===== src/rtl/policer_pkg.sv =====
package policer_pkg;
  typedef enum logic [1:0] {
    CNT_FRAME = 2'd0,
    CNT_WIRE  = 2'd1,
    CNT_LINK  = 2'd2,
    CNT_NET   = 2'd3
  } cnt_sel_e;

  localparam int unsigned WIRE_EXTRA = 20;
  localparam int unsigned NET_STRIP  = 18;
endpackage


===== src/rtl/policer_cost.sv =====
module policer_cost
  import policer_pkg::*;
#(
  parameter int unsigned LEN_W = 16,
  parameter int unsigned INC_W = 12
) (
  input  logic [LEN_W-1:0]       len_i,
  input  logic [1:0]             sel_i,
  input  logic [INC_W-1:0]       incr_i,
  output logic [LEN_W+INC_W:0]   cost_o
);
  localparam int unsigned QTY_W  = LEN_W + 1;
  localparam int unsigned COST_W = LEN_W + INC_W + 1;

  logic [QTY_W-1:0] len_x, qty;
  assign len_x = {1'b0, len_i};

  always_comb begin
    unique case (cnt_sel_e'(sel_i))
      CNT_FRAME: qty = QTY_W'(1);
      CNT_WIRE:  qty = len_x + QTY_W'(WIRE_EXTRA);
      CNT_LINK:  qty = len_x;
      default:   qty = (len_x >= QTY_W'(NET_STRIP)) ? len_x - QTY_W'(NET_STRIP) : '0;
    endcase
  end

  assign cost_o = COST_W'(qty) * COST_W'(incr_i);
endmodule


===== src/rtl/policer_decide.sv =====
module policer_decide #(
  parameter int unsigned FILL_W = 26,
  parameter int unsigned COST_W = 29,
  parameter int unsigned LIM_W  = 24
) (
  input  logic              frm_valid_i,
  input  logic              disabled_i,
  input  logic              limit_en_i,
  input  logic              exceed_fc_i,
  input  logic [FILL_W-1:0] fill_i,
  input  logic [COST_W-1:0] cost_i,
  input  logic [LIM_W-1:0]  cbs_i,
  input  logic [LIM_W-1:0]  ebs_i,
  output logic              pass_o,
  output logic              charge_o,
  output logic              set_pause_o
);
  localparam int unsigned W0    = (FILL_W > COST_W) ? FILL_W : COST_W;
  localparam int unsigned W1    = (W0 > LIM_W) ? W0 : LIM_W;
  localparam int unsigned CMP_W = W1 + 1;

  logic below_cbs, over_ebs;
  assign below_cbs = CMP_W'(fill_i) < CMP_W'(cbs_i);
  assign over_ebs  = (CMP_W'(fill_i) + CMP_W'(cost_i)) > CMP_W'(ebs_i);

  always_comb begin
    pass_o      = 1'b1;
    charge_o    = 1'b0;
    set_pause_o = 1'b0;
    if (frm_valid_i && !disabled_i) begin
      if (below_cbs || !limit_en_i || !over_ebs) begin
        charge_o = 1'b1;
      end else if (exceed_fc_i) begin
        charge_o    = 1'b1;
        set_pause_o = 1'b1;
      end else begin
        pass_o = 1'b0;
      end
    end
  end
endmodule


===== src/rtl/policer_bucket.sv =====
module policer_bucket #(
  parameter int unsigned FILL_W = 26,
  parameter int unsigned COST_W = 29,
  parameter int unsigned RATE_W = 16
) (
  input  logic              clk_i,
  input  logic              rst_ni,
  input  logic              clear_i,
  input  logic              charge_i,
  input  logic [COST_W-1:0] cost_i,
  input  logic              tick_i,
  input  logic [RATE_W-1:0] rate_i,
  output logic [FILL_W-1:0] fill_o,
  output logic [FILL_W-1:0] fill_next_o
);
  localparam int unsigned SUM_W = ((FILL_W > COST_W) ? FILL_W : COST_W) + 1;
  localparam logic [FILL_W-1:0] FILL_MAX = '1;

  logic [FILL_W-1:0] fill_q, charged;
  logic [SUM_W-1:0]  sum;

  assign sum     = SUM_W'(fill_q) + (charge_i ? SUM_W'(cost_i) : '0);
  assign charged = (sum > SUM_W'(FILL_MAX)) ? FILL_MAX : sum[FILL_W-1:0];

  always_comb begin
    fill_next_o = charged;
    if (tick_i)
      fill_next_o = (charged >= FILL_W'(rate_i)) ? charged - FILL_W'(rate_i) : '0;
    if (clear_i)
      fill_next_o = '0;
  end

  always_ff @(posedge clk_i or negedge rst_ni) begin
    if (!rst_ni) fill_q <= '0;
    else         fill_q <= fill_next_o;
  end

  assign fill_o = fill_q;
endmodule


===== src/rtl/ingress_policer.sv =====
module ingress_policer #(
  parameter int unsigned LEN_W  = 16,
  parameter int unsigned INC_W  = 12,
  parameter int unsigned RATE_W = 16,
  parameter int unsigned LIM_W  = 24,
  parameter int unsigned FILL_W = 26
) (
  input  logic              clk_i,
  input  logic              rst_ni,
  input  logic [RATE_W-1:0] rate_factor_i,
  input  logic [INC_W-1:0]  incr_i,
  input  logic [LIM_W-1:0]  cbs_i,
  input  logic [LIM_W-1:0]  ebs_i,
  input  logic              exceed_fc_i,
  input  logic              release_at_cbs_i,
  input  logic              limit_en_i,
  input  logic [1:0]        count_sel_i,
  input  logic              init_i,
  input  logic              drain_tick_i,
  input  logic              frm_valid_i,
  input  logic [LEN_W-1:0]  frm_len_i,
  output logic              dec_valid_o,
  output logic              dec_pass_o,
  output logic              pause_o
);
  localparam int unsigned COST_W = LEN_W + INC_W + 1;
  localparam int unsigned CMP_W  = ((FILL_W > LIM_W) ? FILL_W : LIM_W) + 1;

  logic [COST_W-1:0] cost;
  logic [FILL_W-1:0] fill_q, fill_next;
  logic pass, charge, set_pause, disabled, release_hit;
  logic dec_valid_q, dec_pass_q, pause_q;

  assign disabled = ~|{rate_factor_i, incr_i, cbs_i, ebs_i, exceed_fc_i,
                       release_at_cbs_i, limit_en_i, count_sel_i};

  policer_cost #(.LEN_W(LEN_W), .INC_W(INC_W)) i_cost (
    .len_i  (frm_len_i),
    .sel_i  (count_sel_i),
    .incr_i (incr_i),
    .cost_o (cost)
  );

  policer_decide #(.FILL_W(FILL_W), .COST_W(COST_W), .LIM_W(LIM_W)) i_decide (
    .frm_valid_i (frm_valid_i),
    .disabled_i  (disabled),
    .limit_en_i  (limit_en_i),
    .exceed_fc_i (exceed_fc_i),
    .fill_i      (fill_q),
    .cost_i      (cost),
    .cbs_i       (cbs_i),
    .ebs_i       (ebs_i),
    .pass_o      (pass),
    .charge_o    (charge),
    .set_pause_o (set_pause)
  );

  policer_bucket #(.FILL_W(FILL_W), .COST_W(COST_W), .RATE_W(RATE_W)) i_bucket (
    .clk_i       (clk_i),
    .rst_ni      (rst_ni),
    .clear_i     (init_i | disabled),
    .charge_i    (charge),
    .cost_i      (cost),
    .tick_i      (drain_tick_i),
    .rate_i      (rate_factor_i),
    .fill_o      (fill_q),
    .fill_next_o (fill_next)
  );

  // release is judged on the fill after this cycle's charge and drain
  assign release_hit = release_at_cbs_i ? (CMP_W'(fill_next) < CMP_W'(cbs_i))
                                        : (fill_next == '0);

  always_ff @(posedge clk_i or negedge rst_ni) begin
    if (!rst_ni) begin
      dec_valid_q <= 1'b0;
      dec_pass_q  <= 1'b0;
      pause_q     <= 1'b0;
    end else begin
      dec_valid_q <= frm_valid_i;
      if (frm_valid_i) dec_pass_q <= pass;
      if (init_i || disabled)          pause_q <= 1'b0;
      else if (set_pause)              pause_q <= 1'b1;
      else if (pause_q && release_hit) pause_q <= 1'b0;
    end
  end

  assign dec_valid_o = dec_valid_q;
  assign dec_pass_o  = dec_pass_q;
  assign pause_o     = pause_q;
endmodule


===== config.mk =====
export PLATFORM = sky130hd
export DESIGN_NAME = ingress_policer
export DESIGN_NICKNAME = d
export VERILOG_FILES = /design/src/rtl/policer_pkg.sv /design/src/rtl/policer_cost.sv /design/src/rtl/policer_decide.sv /design/src/rtl/policer_bucket.sv /design/src/rtl/ingress_policer.sv
export SDC_FILE = /design/constraint.sdc
export NUM_CORES = 1
export LEC_CHECK = 0
export BUFFER_PORTS_ARGS = -buffer_cell sky130_fd_sc_hd__buf_4
export CAP_MARGIN = 0
export CORE_MARGIN = 8
export CORE_UTILIZATION = 45
export CTS_CLUSTER_SIZE = 10
export DETAILED_ROUTE_END_ITERATION = 6
export PLACE_DENSITY = 0.77
export SYNTH_ARGS = -nofsm -noshare
export SYNTH_HDL_FRONTEND = slang
export SYNTH_SLANG_ARGS = --single-unit

===== constraint.sdc =====
create_clock -name clk_i -period 10.5 [get_ports clk_i]
set_input_delay 2.1 -clock clk_i [delete_from_list [all_inputs] [get_ports clk_i]]
set_output_delay 2.1 -clock clk_i [all_outputs]
set_load 0.02 [all_outputs]

---- Word level (Yosys, flattened, before mapping) ----
Index checks and enable logic that the tools add are counted.
cells by class
  $add $sub $neg .......................... 5
  multipliers ............................. 1
  div/mod/pow operators ................... 0
  order comparisons ....................... 6
  equality and inequality tests ........... 2
  shifts and indexed selects .............. 0
  multiplexer cells ....................... 17
  bitwise operators ....................... 1
  reduce and logical (&&, ||, !) cells .... 12
operators by type and width
  operator               count
  $mux 26                4
  $reduce_or 81->1       1
  $lt 26x24->1           2
  $pmux 17 s3            1
  $add 26x29->30         1
  $add 26x30->30         1
  $gt 30x24->1           1
  $gt 30x26->1 const B   1
  $mul 17x12->29         1
  $mux 29                1
  $ge 26x16->1           1
  $logic_not 26->1       1
  $sub 26x16->26         1
  $add 16x5->17 const B  1
  $mux 17                1
  $sub 16x5->17 const B  1
  $ge 16x5->1 const B    1
  $mux 1                 10
  $logic_not 1->1        3
  $logic_or 1x1->1       3
  $reduce_bool 3->1      1
  $eq 2x1->1 const B     1
  $eq 2x2->1 const B     1
  $logic_and 1x1->1      2
  other kinds (2)        2
storage, ports and cells
  bits in registers ....................... 29
  latch bits .............................. 0
  memory bits (writable) .................. 0
  ROM bits ................................ 0
  bits of input ports ..................... 102
  output and inout port bits .............. 3
  word-level logic and storage cells ...... 48
  memories kept ........................... 0

---- Logic depth before layout (Yosys ltp) ----
  depth after elaboration ................. 24
  mapped depth ............................ 91
  gate-level depth less buffers ........... 87

---- By module ----
From an unflattened synthesis, not the netlist that was laid out.
unflattened totals
  cell total of the unflattened synthesis .. 2200
  area, all modules ....................... 16593.4 um2
by module, submodules not included
  module           times used  cells each  area each (um2)  sequential area each (um2)
  policer_cost     1           1127        8692.1           0.0
  policer_bucket   1           544         4126.5           650.6
  policer_decide   1           398         2812.7           0.0
  ingress_policer  1           131         962.2            75.1

---- Worst setup path before layout ----
Ideal clock, no wire load.
  path kind ............................... input to register
  from .................................... input frm_len_i[8]
  to ...................................... register pause_q (netlist: pause_o)
  setup time .............................. 0.126 ns
  arrival time ............................ 18.355 ns
  data required time ...................... 10.374 ns
  setup slack ............................. -7.981 ns
  stages on the path ...................... 82
  path buffers ............................ 7
  path through ............................ clkbuf_1 or3_1 or3_1 nor2_1 nand2_1 a311o_1 and3_1 clkbuf_1 a221oi_1 a21oi_1 clkbuf_1 nand2_1 fa_1 fa_1 fa_1 inv_1 fa_1 inv_1 [46 not listed] nand3_1 inv_1 a21bo_2 clkbuf_1 a211oi_1 ha_1 a21o_1 a21o_1 a21o_1 a21o_1 a21o_1 a21o_1 a21oi_1 o31ai_1 a21oi_1 o211ai_1 a21o_1 o311a_1
on the way
  cells in the longest elaborated chain, start to end .. 22
  elaborated cells on any way between the ends .. 30
  those cells by class .................... add/sub (5); mul (1); order compare (5); mux (14); reduce/logical (5)
RTL lines
  what                                                     line                                          RTL
  start, declared                                          ingress_policer.sv:21                         input logic [LEN_W-1:0] frm_len_i,
  $sub 16x5->17 / $ge 16x5->1 (equally long branches)      policer_cost.sv:23                            default: qty = (len_x >= QTY_W'(NET_STRIP)) ? len_x - QTY_W'(NET_STRIP) : '0;
  $mux 17                                                  policer_cost.sv:23
  $pmux 17 s3 (*)                                          policer_cost.sv:19                            unique case (cnt_sel_e'(sel_i))
  $mul 17x12->29 (*)                                       policer_cost.sv:27                            assign cost_o = COST_W'(qty) * COST_W'(incr_i);
  $add 26x29->30                                           policer_decide.sv:24                          assign over_ebs = (CMP_W'(fill_i) + CMP_W'(cost_i)) > CMP_W'(ebs_i);
  $gt 30x24->1                                             policer_decide.sv:24
  $logic_not 1->1                                          policer_decide.sv:31                          if (below_cbs || !limit_en_i || !over_ebs) begin
  $logic_or 1x1->1                                         policer_decide.sv:31
  [7 not listed]                                           -
  $mux 26                                                  policer_bucket.sv:28                          fill_next_o = (charged >= FILL_W'(rate_i)) ? charged - FILL_W'(rate_i) : '0;
  $mux 26 (*)                                              policer_bucket.sv:27                          if (tick_i)
  $mux 26 (*)                                              policer_bucket.sv:29                          if (clear_i)
  named net fill_next[10]                                  ingress_policer.sv:30                         logic [FILL_W-1:0] fill_q, fill_next;
  $lt 26x24->1 / $logic_not 26->1 (equally long branches)  ingress_policer.sv:71, ingress_policer.sv:72
  $mux 1 (*)                                               ingress_policer.sv:71                         assign release_hit = release_at_cbs_i ? (CMP_W'(fill_next) < CMP_W'(cbs_i))
  $logic_and 1x1->1 (*)                                    ingress_policer.sv:84                         else if (pause_q && release_hit) pause_q <= 1'b0;
  $reduce_bool 3->1 (no line) (*)                          -
  end signal, assigned                                     ingress_policer.sv:82                         if (init_i || disabled) pause_q <= 1'b0;
  end signal, assigned                                     ingress_policer.sv:83                         else if (set_pause) pause_q <= 1'b1;
  end signal, assigned                                     ingress_policer.sv:84
  end, declared                                            ingress_policer.sv:32                         logic dec_valid_q, dec_pass_q, pause_q;
The timed path passes the listed nets; every way through them passes the cells marked *.
A chain may end at the register's enable or synchronous reset.

---- Final worst setup path ----
  from .................................... input frm_len_i[9]
  to ...................................... register pause_q (netlist: pause_o)
The elaborated chain is that of the path after synthesis.

==> metrics.cfg <==
[cts]
htreeDepth = 2
tritoncts = built
clock_network_latency_to_the_later_pin_of_the_worst_skew_pair_ns = 0.28
clk_path_buf_depth = 2
cts.reportedPaths.clkPinSlew_ns = 0.05
cts_num_sinks = 29
cts_root_buffer = sky130_fd_sc_hd__clkbuf_16
numCtsBuffers = 5
hold_buffers = 0

[placed_design]
post-place-ws_ns = -8.32
gp_congestion = 0.979
port-buffer-count = 104
dp_hpwl_um = 46100

[routing]
wl_per_cell_um = 20.1
wl_um = 62200
initialDrtViolationCount = 1681
drcViolationCount = 0
viasPerCell = 5.77
antenna_violating_nets_post_route = 0
dr_total_vias = 17829
detailedRoute.firstPassIterationCount = 5

[floorplanning]
rows = 66
die-height_um = 197
initial_utilization_pct = 45.3
dieWidth_um = 197
floorplan.die_area_um2 = 38700
placeableCoreArea_um2 = 32400
i_o_pin_count = 105

[sta]
postLayoutSetupSlackWorst_ns = -7.55
tightest_slew_ns = 0.854
slew-limit-headroom_pct = 42.8
timing_hold_violations_final = 0
rsz0062_at_grt = yes
clock-skew-final_ns = 0.00616
min_period_over_period_pct = 172
finalSetupViolations = 28
finalCriticalPeriod_ns = 18.05
timing.fmax_mhz = 55.4
finalMaxSlewViolations = 0
final.setup.tns_ns = -161.39

[logic_synthesis]
synth_top_cell_area_share_pct = 20.9
synth_fp_nets = 2388
yosysUniqueCellTypes = 80
synth-edff-count = 0
avgSynthCellArea_um2 = 7.63
synth_top_cells_by_area = sky130_fd_sc_hd__fa_1, sky130_fd_sc_hd__ha_1, sky130_fd_sc_hd__inv_1
ys_dominant_reg_cell = sky130_fd_sc_hd__dfrtp_1
synthesis.instances = 1923
ys_warn_count = 0
yosys_register_bits = 29
ys_async_sr_fraction_pct = 100
synthDominantAreaCellType = sky130_fd_sc_hd__fa_1
synth_top_cells_by_count = sky130_fd_sc_hd__inv_1, sky130_fd_sc_hd__nand2_1, sky130_fd_sc_hd__ha_1
yosys.cell_count.top_type = sky130_fd_sc_hd__inv_1
synthesis.area_um2 = 14700
synth_sequential_area_ratio_pct = 4.94

[global_routing]
grt_pass1_wl_um = 91800
grt_pass1_vias = 18530
grt_max_degree = 30
track_usage_pct = 29.2
overflow = 0
antenna_found_initial = 0

[worst_hold_path]
worstHoldPathType = flop to flop
min_delay_path_depth = 1

[worst_setup_path]
critPathLaunchType = input pin
critical-path-max-stage-delay_ns = 0.52
required_ns = 10.66
critPathArrivalTime_ns = 18.21
path_max_fanout = 8
cp-end-kind = flop
worst_path_most_repeated_cell = sky130_fd_sc_hd__a21o_1
reg2reg_depth = 58
timing.setup.critical_path_class = input pin to flop
timing.critical_path.slowest_stage_cell = sky130_fd_sc_hd__fa_1

[outcome]
run_status = finished with violations
failing_checks = negative setup slack

[flow_run]
cap_violations = 0

[final_layout]
final-seq-area_um2 = 726
finish.net_count = 3111
nFillCells = 2362
final_layout_size_suffix_gt1_share_pct = 39.1
antenna-diode-count = 0
syn2layout_area_growth_pct = 55.7
multiInputGateArea_um2 = 14300

## metal layers
metal	global-route usage, %	wire [um]	part of all wire (%)
met1	33.6	22900	37
met5	0	0	0
met3	3.45	4300	6.9
met4	16.6	4680	7.5
met2	52.1	30300	49
## flip-flops by register name (all words and copies together), names as in the netlist
signal and flops:
dec_pass_o 1, dec_valid_o 1, pause_o 1, i_bucket.fill_o 26
## cells in the final DEF, fill, tap and decap left out, types with 27 or more instances in the layout
master and n:
sky130_fd_sc_hd__a21o_1 49, sky130_fd_sc_hd__a21oi_1 77, sky130_fd_sc_hd__a21oi_2 27, sky130_fd_sc_hd__and2_1 84
sky130_fd_sc_hd__buf_4 742, sky130_fd_sc_hd__buf_6 29, sky130_fd_sc_hd__dfrtp_1 29, sky130_fd_sc_hd__fa_1 148
sky130_fd_sc_hd__ha_1 176, sky130_fd_sc_hd__ha_4 31, sky130_fd_sc_hd__inv_1 277, sky130_fd_sc_hd__nand2_1 234
sky130_fd_sc_hd__nand4_1 33, sky130_fd_sc_hd__nor2_1 86, sky130_fd_sc_hd__o21ai_0 42, sky130_fd_sc_hd__xnor2_1 39
sky130_fd_sc_hd__xor2_1 32
## logic make-up after synthesis
group                      synth area share, %
adders and majority gates                 38.8
AOI/OAI and AO/OA                         20.3
and+or+nand+nor                           21.9
DFF                                       4.94
buffers and inverters                     8.99
muxes                                    0.136
xor gates and xnor gates                  5.01
## stage by stage
stage / hold slack (ns) / cell area, um2 / util, % / instances
2_1_floorplan: 0.620 / 15100 / - / 1923
3_3_place_gp: 0.496 / 20500 / 63.2 / 2983
3_5_place_dp: 0.512 / 20500 / 63.2 / 2983
4_1_cts: 0.527 / 22000 / 68.1 / 3076
5_1_grt: 0.550 / 22900 / 70.6 / 3089
6_report: 0.517 / 22900 / 70.6 / 3089
## path summary, 6_finish.rpt
| kind | from | to | slack [ns] |
|---|---|---|---|
| max reg2reg | i_bucket.fill_o[6] | pause_o | -0.46 |
| max in group asynchronous | rst_ni | i_bucket.fill_o[0] | 8.45 |
| min in group asynchronous | rst_ni | i_bucket.fill_o[23] | 1.75 |
| min | dec_pass_o | dec_pass_o | 0.52 |
| min reg2reg | dec_pass_o | dec_pass_o | 0.52 |
| max | frm_len_i[9] | pause_o | -7.55 |
## cell type report
class                      instances  area share [%]
clock buffer                       7           0.668
sequential                        29            3.18
tap                              442            2.42
multi-input combinational       1546            62.6
inverter                         286            4.71
timing repair buffer             778            26.4
clock inverter                     1          0.0219
## repair_timing
item | CTS | global route
buffers inserted | 85 | 32
gates resized for setup | 149 | 129
hold endpoints to repair | 0 | 0
cloned | 3 | 0
pin swaps | 109 | 121
setup endpoints to repair | 28 | 28
## worst max-delay path, delay by kind of cell
family,cells,cell delay (ns)
AOI/OAI and AO/OA,36,6.49
adders and majority gates,13,4.26
and+or+nand+nor,21,3.62
buffers and inverters,13,1.28
xor gates and xnor gates,2,0.36
Power is not shown: default switching activity piles up to over one toggle a cycle in this logic, so the estimate is an artifact.
